--- src/rtl/adcrd_pkg.sv ---
package adcrd_pkg;

  // Width of the request word sent at the head of every frame.
  localparam int CMD_W = 4;

  typedef enum logic [1:0] {
    SEQ_IDLE  = 2'd0,
    SEQ_XFER  = 2'd1,
    SEQ_CLOSE = 2'd2
  } seq_state_t;

  typedef struct packed {
    logic single;
    logic odd;
  } req_cfg_t;

  // Request word, first bit in the MSB: start marker, mode bits, MSB-first request.
  function automatic logic [CMD_W-1:0] make_cmd(input req_cfg_t cfg);
    return {1'b1, cfg.single, cfg.odd, 1'b1};
  endfunction

endpackage

--- src/rtl/adcrd_sclk_gen.sv ---
module adcrd_sclk_gen #(
  parameter int HALF_DIV = 4
) (
  input  logic clk,
  input  logic rst,
  input  logic run_i,
  output logic sclk_o,
  output logic rise_evt_o,
  output logic fall_evt_o
);

  localparam int CW = (HALF_DIV > 1) ? $clog2(HALF_DIV) : 1;
  localparam logic [CW-1:0] LAST = CW'(HALF_DIV - 1);

  logic [CW-1:0] cnt_q;
  logic          wrap;

  assign wrap = run_i && (cnt_q == LAST);

  always_ff @(posedge clk) begin
    if (rst || !run_i) begin
      cnt_q  <= '0;
      sclk_o <= 1'b0;
    end else if (wrap) begin
      cnt_q  <= '0;
      sclk_o <= ~sclk_o;
    end else begin
      cnt_q <= cnt_q + 1'b1;
    end
  end

  // Events mark the cycle whose closing edge flips the serial clock.
  assign rise_evt_o = wrap && !sclk_o;
  assign fall_evt_o = wrap && sclk_o;

  initial begin
    if (HALF_DIV < 2) $error("adcrd_sclk_gen: HALF_DIV must be at least 2");
  end

endmodule

--- src/rtl/adcrd_frame_seq.sv ---
module adcrd_frame_seq
  import adcrd_pkg::*;
#(
  parameter int RES_BITS = 12
) (
  input  logic     clk,
  input  logic     rst,
  input  logic     start_i,
  input  req_cfg_t cfg_i,
  input  logic     rise_evt_i,
  input  logic     fall_evt_i,
  output logic     run_o,
  output logic     busy_o,
  output logic     cs_n_o,
  output logic     dout_o,
  output logic     oe_o,
  output logic     sample_o,
  output logic     finish_o
);

  // Falling edges per frame: request bits, null bit, result bits.
  localparam int LAST_FALL = CMD_W + 1 + RES_BITS;
  localparam int FCW       = $clog2(LAST_FALL + 1);
  localparam logic [FCW-1:0] TURN_CNT = FCW'(CMD_W - 1);
  localparam logic [FCW-1:0] RX_FIRST = FCW'(CMD_W);
  localparam logic [FCW-1:0] END_CNT  = FCW'(LAST_FALL - 1);

  seq_state_t       state_q;
  logic [CMD_W-1:0] cmd_q;
  logic [FCW-1:0]   fall_cnt_q;
  logic             drop_pend_q;
  logic [CMD_W-1:0] cmd_new;

  assign cmd_new = make_cmd(cfg_i);

  always_ff @(posedge clk) begin
    if (rst) begin
      state_q     <= SEQ_IDLE;
      cs_n_o      <= 1'b1;
      oe_o        <= 1'b0;
      dout_o      <= 1'b0;
      cmd_q       <= '0;
      fall_cnt_q  <= '0;
      drop_pend_q <= 1'b0;
    end else begin
      case (state_q)
        SEQ_IDLE: begin
          if (start_i) begin
            state_q     <= SEQ_XFER;
            cs_n_o      <= 1'b0;
            oe_o        <= 1'b1;
            dout_o      <= cmd_new[CMD_W-1];
            cmd_q       <= cmd_new;
            fall_cnt_q  <= '0;
            drop_pend_q <= 1'b0;
          end
        end
        SEQ_XFER: begin
          if (drop_pend_q) begin
            oe_o        <= 1'b0;
            drop_pend_q <= 1'b0;
          end
          if (rise_evt_i && fall_cnt_q == TURN_CNT) drop_pend_q <= 1'b1;
          if (fall_evt_i) begin
            fall_cnt_q <= fall_cnt_q + 1'b1;
            dout_o     <= cmd_q[CMD_W-2];
            cmd_q      <= {cmd_q[CMD_W-2:0], 1'b0};
            if (fall_cnt_q == END_CNT) state_q <= SEQ_CLOSE;
          end
        end
        SEQ_CLOSE: begin
          cs_n_o  <= 1'b1;
          state_q <= SEQ_IDLE;
        end
        default: state_q <= SEQ_IDLE;
      endcase
    end
  end

  assign run_o    = (state_q == SEQ_XFER);
  assign busy_o   = (state_q != SEQ_IDLE);
  assign finish_o = (state_q == SEQ_CLOSE);
  assign sample_o = fall_evt_i && (state_q == SEQ_XFER) && (fall_cnt_q >= RX_FIRST);


  rx_after_release_chk: assert property (@(posedge clk) disable iff (rst)
    sample_o |-> !oe_o);

endmodule

--- src/rtl/adcrd_rx_capture.sv ---
module adcrd_rx_capture #(
  parameter int RES_BITS = 12
) (
  input  logic                clk,
  input  logic                rst,
  input  logic                sample_i,
  input  logic                din_i,
  input  logic                finish_i,
  output logic [RES_BITS-1:0] result_o,
  output logic                null_err_o,
  output logic                done_o
);

  // One slot for the null bit above the result bits.
  localparam int SW = RES_BITS + 1;

  logic [SW-1:0] shift_q;

  always_ff @(posedge clk) begin
    if (rst) begin
      shift_q    <= '0;
      result_o   <= '0;
      null_err_o <= 1'b0;
      done_o     <= 1'b0;
    end else begin
      done_o <= finish_i;
      if (sample_i) shift_q <= {shift_q[SW-2:0], din_i};
      if (finish_i) begin
        result_o   <= shift_q[RES_BITS-1:0];
        null_err_o <= shift_q[RES_BITS];
      end
    end
  end

endmodule

--- src/rtl/adcrd_ctrl.sv ---
module adcrd_ctrl
  import adcrd_pkg::*;
#(
  parameter int HALF_DIV = 4,
  parameter int RES_BITS = 12
) (
  input  logic                clk,
  input  logic                rst,
  input  logic                start_i,
  input  logic                cfg_single_i,
  input  logic                cfg_odd_i,
  output logic                busy_o,
  output logic [RES_BITS-1:0] result_o,
  output logic                done_o,
  output logic                null_err_o,
  output logic                cs_n_o,
  output logic                sclk_o,
  output logic                dio_out_o,
  output logic                dio_oe_o,
  input  logic                dio_in_i
);

  logic     run, rise_evt, fall_evt, sample, finish;
  req_cfg_t cfg;

  assign cfg.single = cfg_single_i;
  assign cfg.odd    = cfg_odd_i;

  adcrd_sclk_gen #(.HALF_DIV(HALF_DIV)) clkgen_i (
    .clk(clk), .rst(rst), .run_i(run),
    .sclk_o(sclk_o), .rise_evt_o(rise_evt), .fall_evt_o(fall_evt)
  );

  adcrd_frame_seq #(.RES_BITS(RES_BITS)) seq_i (
    .clk(clk), .rst(rst), .start_i(start_i), .cfg_i(cfg),
    .rise_evt_i(rise_evt), .fall_evt_i(fall_evt),
    .run_o(run), .busy_o(busy_o), .cs_n_o(cs_n_o),
    .dout_o(dio_out_o), .oe_o(dio_oe_o),
    .sample_o(sample), .finish_o(finish)
  );

  adcrd_rx_capture #(.RES_BITS(RES_BITS)) rx_i (
    .clk(clk), .rst(rst), .sample_i(sample), .din_i(dio_in_i),
    .finish_i(finish), .result_o(result_o),
    .null_err_o(null_err_o), .done_o(done_o)
  );


  idle_sclk_low_chk: assert property (@(posedge clk) disable iff (rst)
    cs_n_o |-> !sclk_o);


  idle_line_free_chk: assert property (@(posedge clk) disable iff (rst)
    cs_n_o |-> !dio_oe_o);


  oe_claim_chk: assert property (@(posedge clk) disable iff (rst)
    $rose(dio_oe_o) |-> $fell(cs_n_o));


  oe_release_chk: assert property (@(posedge clk) disable iff (rst)
    $fell(dio_oe_o) |-> (sclk_o && !cs_n_o));


  sample_high_chk: assert property (@(posedge clk) disable iff (rst)
    sample |-> sclk_o);


  done_pulse_chk: assert property (@(posedge clk) disable iff (rst)
    done_o |=> !done_o);


  done_cs_chk: assert property (@(posedge clk) disable iff (rst)
    done_o |-> $rose(cs_n_o));

endmodule

--- config.mk ---
export PLATFORM = sky130hd
export DESIGN_NAME = adcrd_ctrl
export DESIGN_NICKNAME = d
export VERILOG_FILES = /design/src/rtl/adcrd_pkg.sv /design/src/rtl/adcrd_sclk_gen.sv /design/src/rtl/adcrd_frame_seq.sv /design/src/rtl/adcrd_rx_capture.sv /design/src/rtl/adcrd_ctrl.sv
export SDC_FILE = /design/constraint.sdc
export NUM_CORES = 1
export LEC_CHECK = 0
export BUFFER_PORTS_ARGS = -buffer_cell sky130_fd_sc_hd__buf_2
export CAP_MARGIN = 30
export CELL_PAD_IN_SITES_DETAIL_PLACEMENT = 0
export CELL_PAD_IN_SITES_GLOBAL_PLACEMENT = 2
export CORE_MARGIN = 2
export CORE_UTILIZATION = 40
export CTS_BUF_LIST = sky130_fd_sc_hd__clkbuf_2 sky130_fd_sc_hd__clkbuf_4 sky130_fd_sc_hd__clkbuf_8
export CTS_CLUSTER_SIZE = 28
export DETAILED_ROUTE_END_ITERATION = 10
export GPL_TIMING_DRIVEN = 0
export MAX_ROUTING_LAYER = met4
export PLACE_DENSITY = 0.83
export REMOVE_ABC_BUFFERS = 1
export SYNTH_ARGS = -nofsm -noshare
export SYNTH_HDL_FRONTEND = slang
export SYNTH_HIERARCHICAL = 1
export SYNTH_SLANG_ARGS = --single-unit
--- constraint.sdc ---
create_clock -name clk -period 2.9 [get_ports clk]
set_clock_uncertainty 0.1 [all_clocks]
set_input_delay 0.29 -clock clk [delete_from_list [all_inputs] [get_ports clk]]
set_output_delay 0.29 -clock clk [all_outputs]
set_load 0.005 [all_outputs]
==> flow_metrics.tcl <==
set metrics [dict create \
    grt_use_total 0.1414 \
    drive_above_1_share 0.1990 \
    antenna_found_initial 0 \
    place_inst 245 \
    clockRootBuffer "clkbuf_8" \
    final_cells 253 \
    ys.flop_type "dfxtp_1" \
    final_cell_mix "44 x dfxtp_1, 32 x nor2_1, 27 x mux2i_1" \
    crit_path_start "seq_i/state_q[0]$_SDFFE_PP0P_" \
    min_from "dio_in_i" \
    cp-start-kind "flop" \
    cp_num_buf_inv 1 \
    worstPathArrival_ns 2.78 \
    drtAntennaViolNets 0 \
    worstSetupPathType "reg2reg" \
    synth-simple-area-share 0.1668 \
    status "finished, final reports clean" \
    min_period_over_period 0.9360 \
    finalPower_mw 1.154 \
    yosys.area_share.xor_xnor 0.004947 \
    core_area_um2 4294 \
    synthAdderAreaFrac 0.02120 \
    finalSetupViolations 0 \
    cts_tree "done" \
    synth_compound_gate_area_share 0.09046 \
    synth_top_family_by_area "simple AND/OR/NAND/NOR gates" \
    min_period_ns 2.714 \
    peakVddDrop_mv 0.3315 \
    slowest_stage "dfxtp_1" \
    worst_slack_ns 0.1855 \
    maxCapViolations 0 \
    seq_area_frac_synth 0.4975 \
    crit_required_ns 2.97 \
    whs_ns 0.1274 \
    hp-class "in2reg" \
    num_rows 24 \
    rsz0062_at_grt "no" \
    grt_pass1_vias 1211 \
    syn2layout_area_growth_pct 12.86 \
    cp-end-kind "flop" \
    cts_sinks 44 \
    final_core_util 0.4653 \
    grt_pass1_wl_um 5444 \
    start_util 0.4123 \
    place_area_um2 1874 \
    hold_viol 0 \
    pre_cts_ws_ns 0.06625 \
    final_cell_area_um2 1998 \
    use_met1 0.1790 \
    r2r_start "seq_i/state_q[0]$_SDFFE_PP0P_" \
    routed_wl_um 3167 \
    cpPeakStageDelay_ns 0.64 \
    cts_buffers 5 \
    drt_iter0_markers 145 \
    portBuffers 24 \
    wl_per_cell_um 12.52 \
    clkTransAtPathRegs_ns 0.08 \
    cts_setup_buffers 0 \
    p_per_area_nw_per_um2 577.4 \
    yosysTopAreaCell "dfxtp_1" \
    worst_pin_slew_ns 0.9216 \
    avgSynthCellArea_um2 9.946 \
    synthArstFlopShare 0 \
    antenna_cells 0 \
    grt_use_met2 0.2086 \
    cts_max_path_buffers 2 \
    gr-total-overflow 0 \
    drv_slew 0 \
    vias_per_cell 5.091 \
    timing.setup.tns_ns 0 \
    muxShareOfSynthArea 0.1527 \
    slew_headroom 0.3828 \
    cp_max_fo 15 \
    ios 25 \
    drc 0 \
    yosysUniqueCellTypes 30 \
    cp_top_family "simple AND/OR/NAND/NOR gates" \
    leakage_nw 0.7604 \
    nNetsFinal 209 \
    synth_area_leaders "dfxtp_1 50%, mux2i_1 15%, nor2_1 7.0%" \
    clk_latency_ns 0.30 \
    die_w_um 70.53 \
    grt-busiest-layer "met2" \
    mostFrequentLayoutCell "dfxtp_1" \
    synthCells 178 \
    cts_max_level 2 \
    chipHeight_um 70.53 \
    synth_warnings 6 \
    synth-edff-count 0 \
    dpl.hpwl_um 2170 \
    max_freq_mhz 368.4 \
    grt_use_met3 0.03561 \
    vias 1288 \
    reg2reg_slack_ns 0.19 \
    path_cells "nor2b_2 -> and3_1 -> nand2_1 -> nor2_2 -> buf_4 -> mux2i_1 -> nor2_1" \
    gp_congestion 0.8175 \
    die-area_um2 4974 \
    first_pass_iters 4 \
    grt_max_degree 38 \
    synth_top_area_frac 0.4975 \
    syn_area_um2 1770 \
    ys_seq_elements 44 \
]
==> metal layers <==
layer / wire length [µm] / share of wire
met1: 1544 / 0.49
met2: 1440 / 0.45
met3: 112 / 0.035
met4: 70 / 0.022
met5: 0 / 0
==> tightest hold or removal path, delay by kind of cell <==
family        cells  cell delay, ns
buf+inv           1            0.08
mux               1            0.06
simple gates      1            0.07
==> synth_stat cells (3+ instances only) <==
master and instances:
a21oi_1 8, buf_2 5, dfxtp_1 44, ha_1 3
inv_1 7, mux2i_1 27, nand2_1 5, nand4b_1 3
nor2_1 33, nor2b_1 3, nor3_1 3, o21ai_0 7
o21bai_1 3, o221a_2 3, or3_1 3
==> kinds of logic (layout without fill, tap and decap cells) <==
logic type | Yosys count | in the layout
multiplexers | 27 | 27
AO/OA/AOI/OAI | 25 | 25
XOR/XNOR | 1 | 1
flip-flops | 44 | 44
adder cells (fa/ha/maj) | 3 | 3
AND/OR/NAND/NOR | 61 | 61
buffers and inverters | 17 | 40
==> repair_timing <==
item,CTS,global route
resized for setup,0,1
endpoints found under the setup margin,0,8
hold buffers,0,0
==> area by class of cell <==
class	instances	area, µm²
clock buffer	6	82.58
clock inverter	2	38.79
fill	447	2296
inverter	7	26.28
multi-input combinational	117	777.0
sequential	44	880.8
tap	52	65.06
timing repair buffer	25	127.6
==> path summary, 6_finish.rpt <==
check / end / cells past startpoint
min reg2reg: clkgen_i/cnt_q[0]$_SDFF_PP0_ / 1
max: rx_i/shift_q[5]$_SDFFE_PP0P_ / 7
min: rx_i/shift_q[0]$_SDFFE_PP0P_ / 3
max reg2reg: rx_i/shift_q[5]$_SDFFE_PP0P_ / 7
==> report_power, final <==
group	internal, mW	switching (mW)	leakage [nW]	total [mW]
Clock	0.282	0.209	0.0614	0.490
Sequential	0.613	0.00858	0.356	0.621
Combinational	0.0175	0.0246	0.343	0.0421
Total	0.912	0.242	0.760	1.15
==> registers in the layout, summed over array words and instances (netlist names) <==
| signal | flops |
|---|---|
| clkgen_i/cnt_q | 2 |
| rx_i/shift_q | 13 |
| rx_i/null_err_o | 1 |
| seq_i/cmd_q | 3 |
| seq_i/dout_o | 1 |
| rx_i/done_o | 1 |
| rx_i/result_o | 12 |
| seq_i/drop_pend_q | 1 |
| seq_i/oe_o | 1 |
| seq_i/cs_n_o | 1 |
| clkgen_i/sclk_o | 1 |
| seq_i/fall_cnt_q | 5 |
| seq_i/state_q | 2 |
Power figures use the tool's default switching activity.
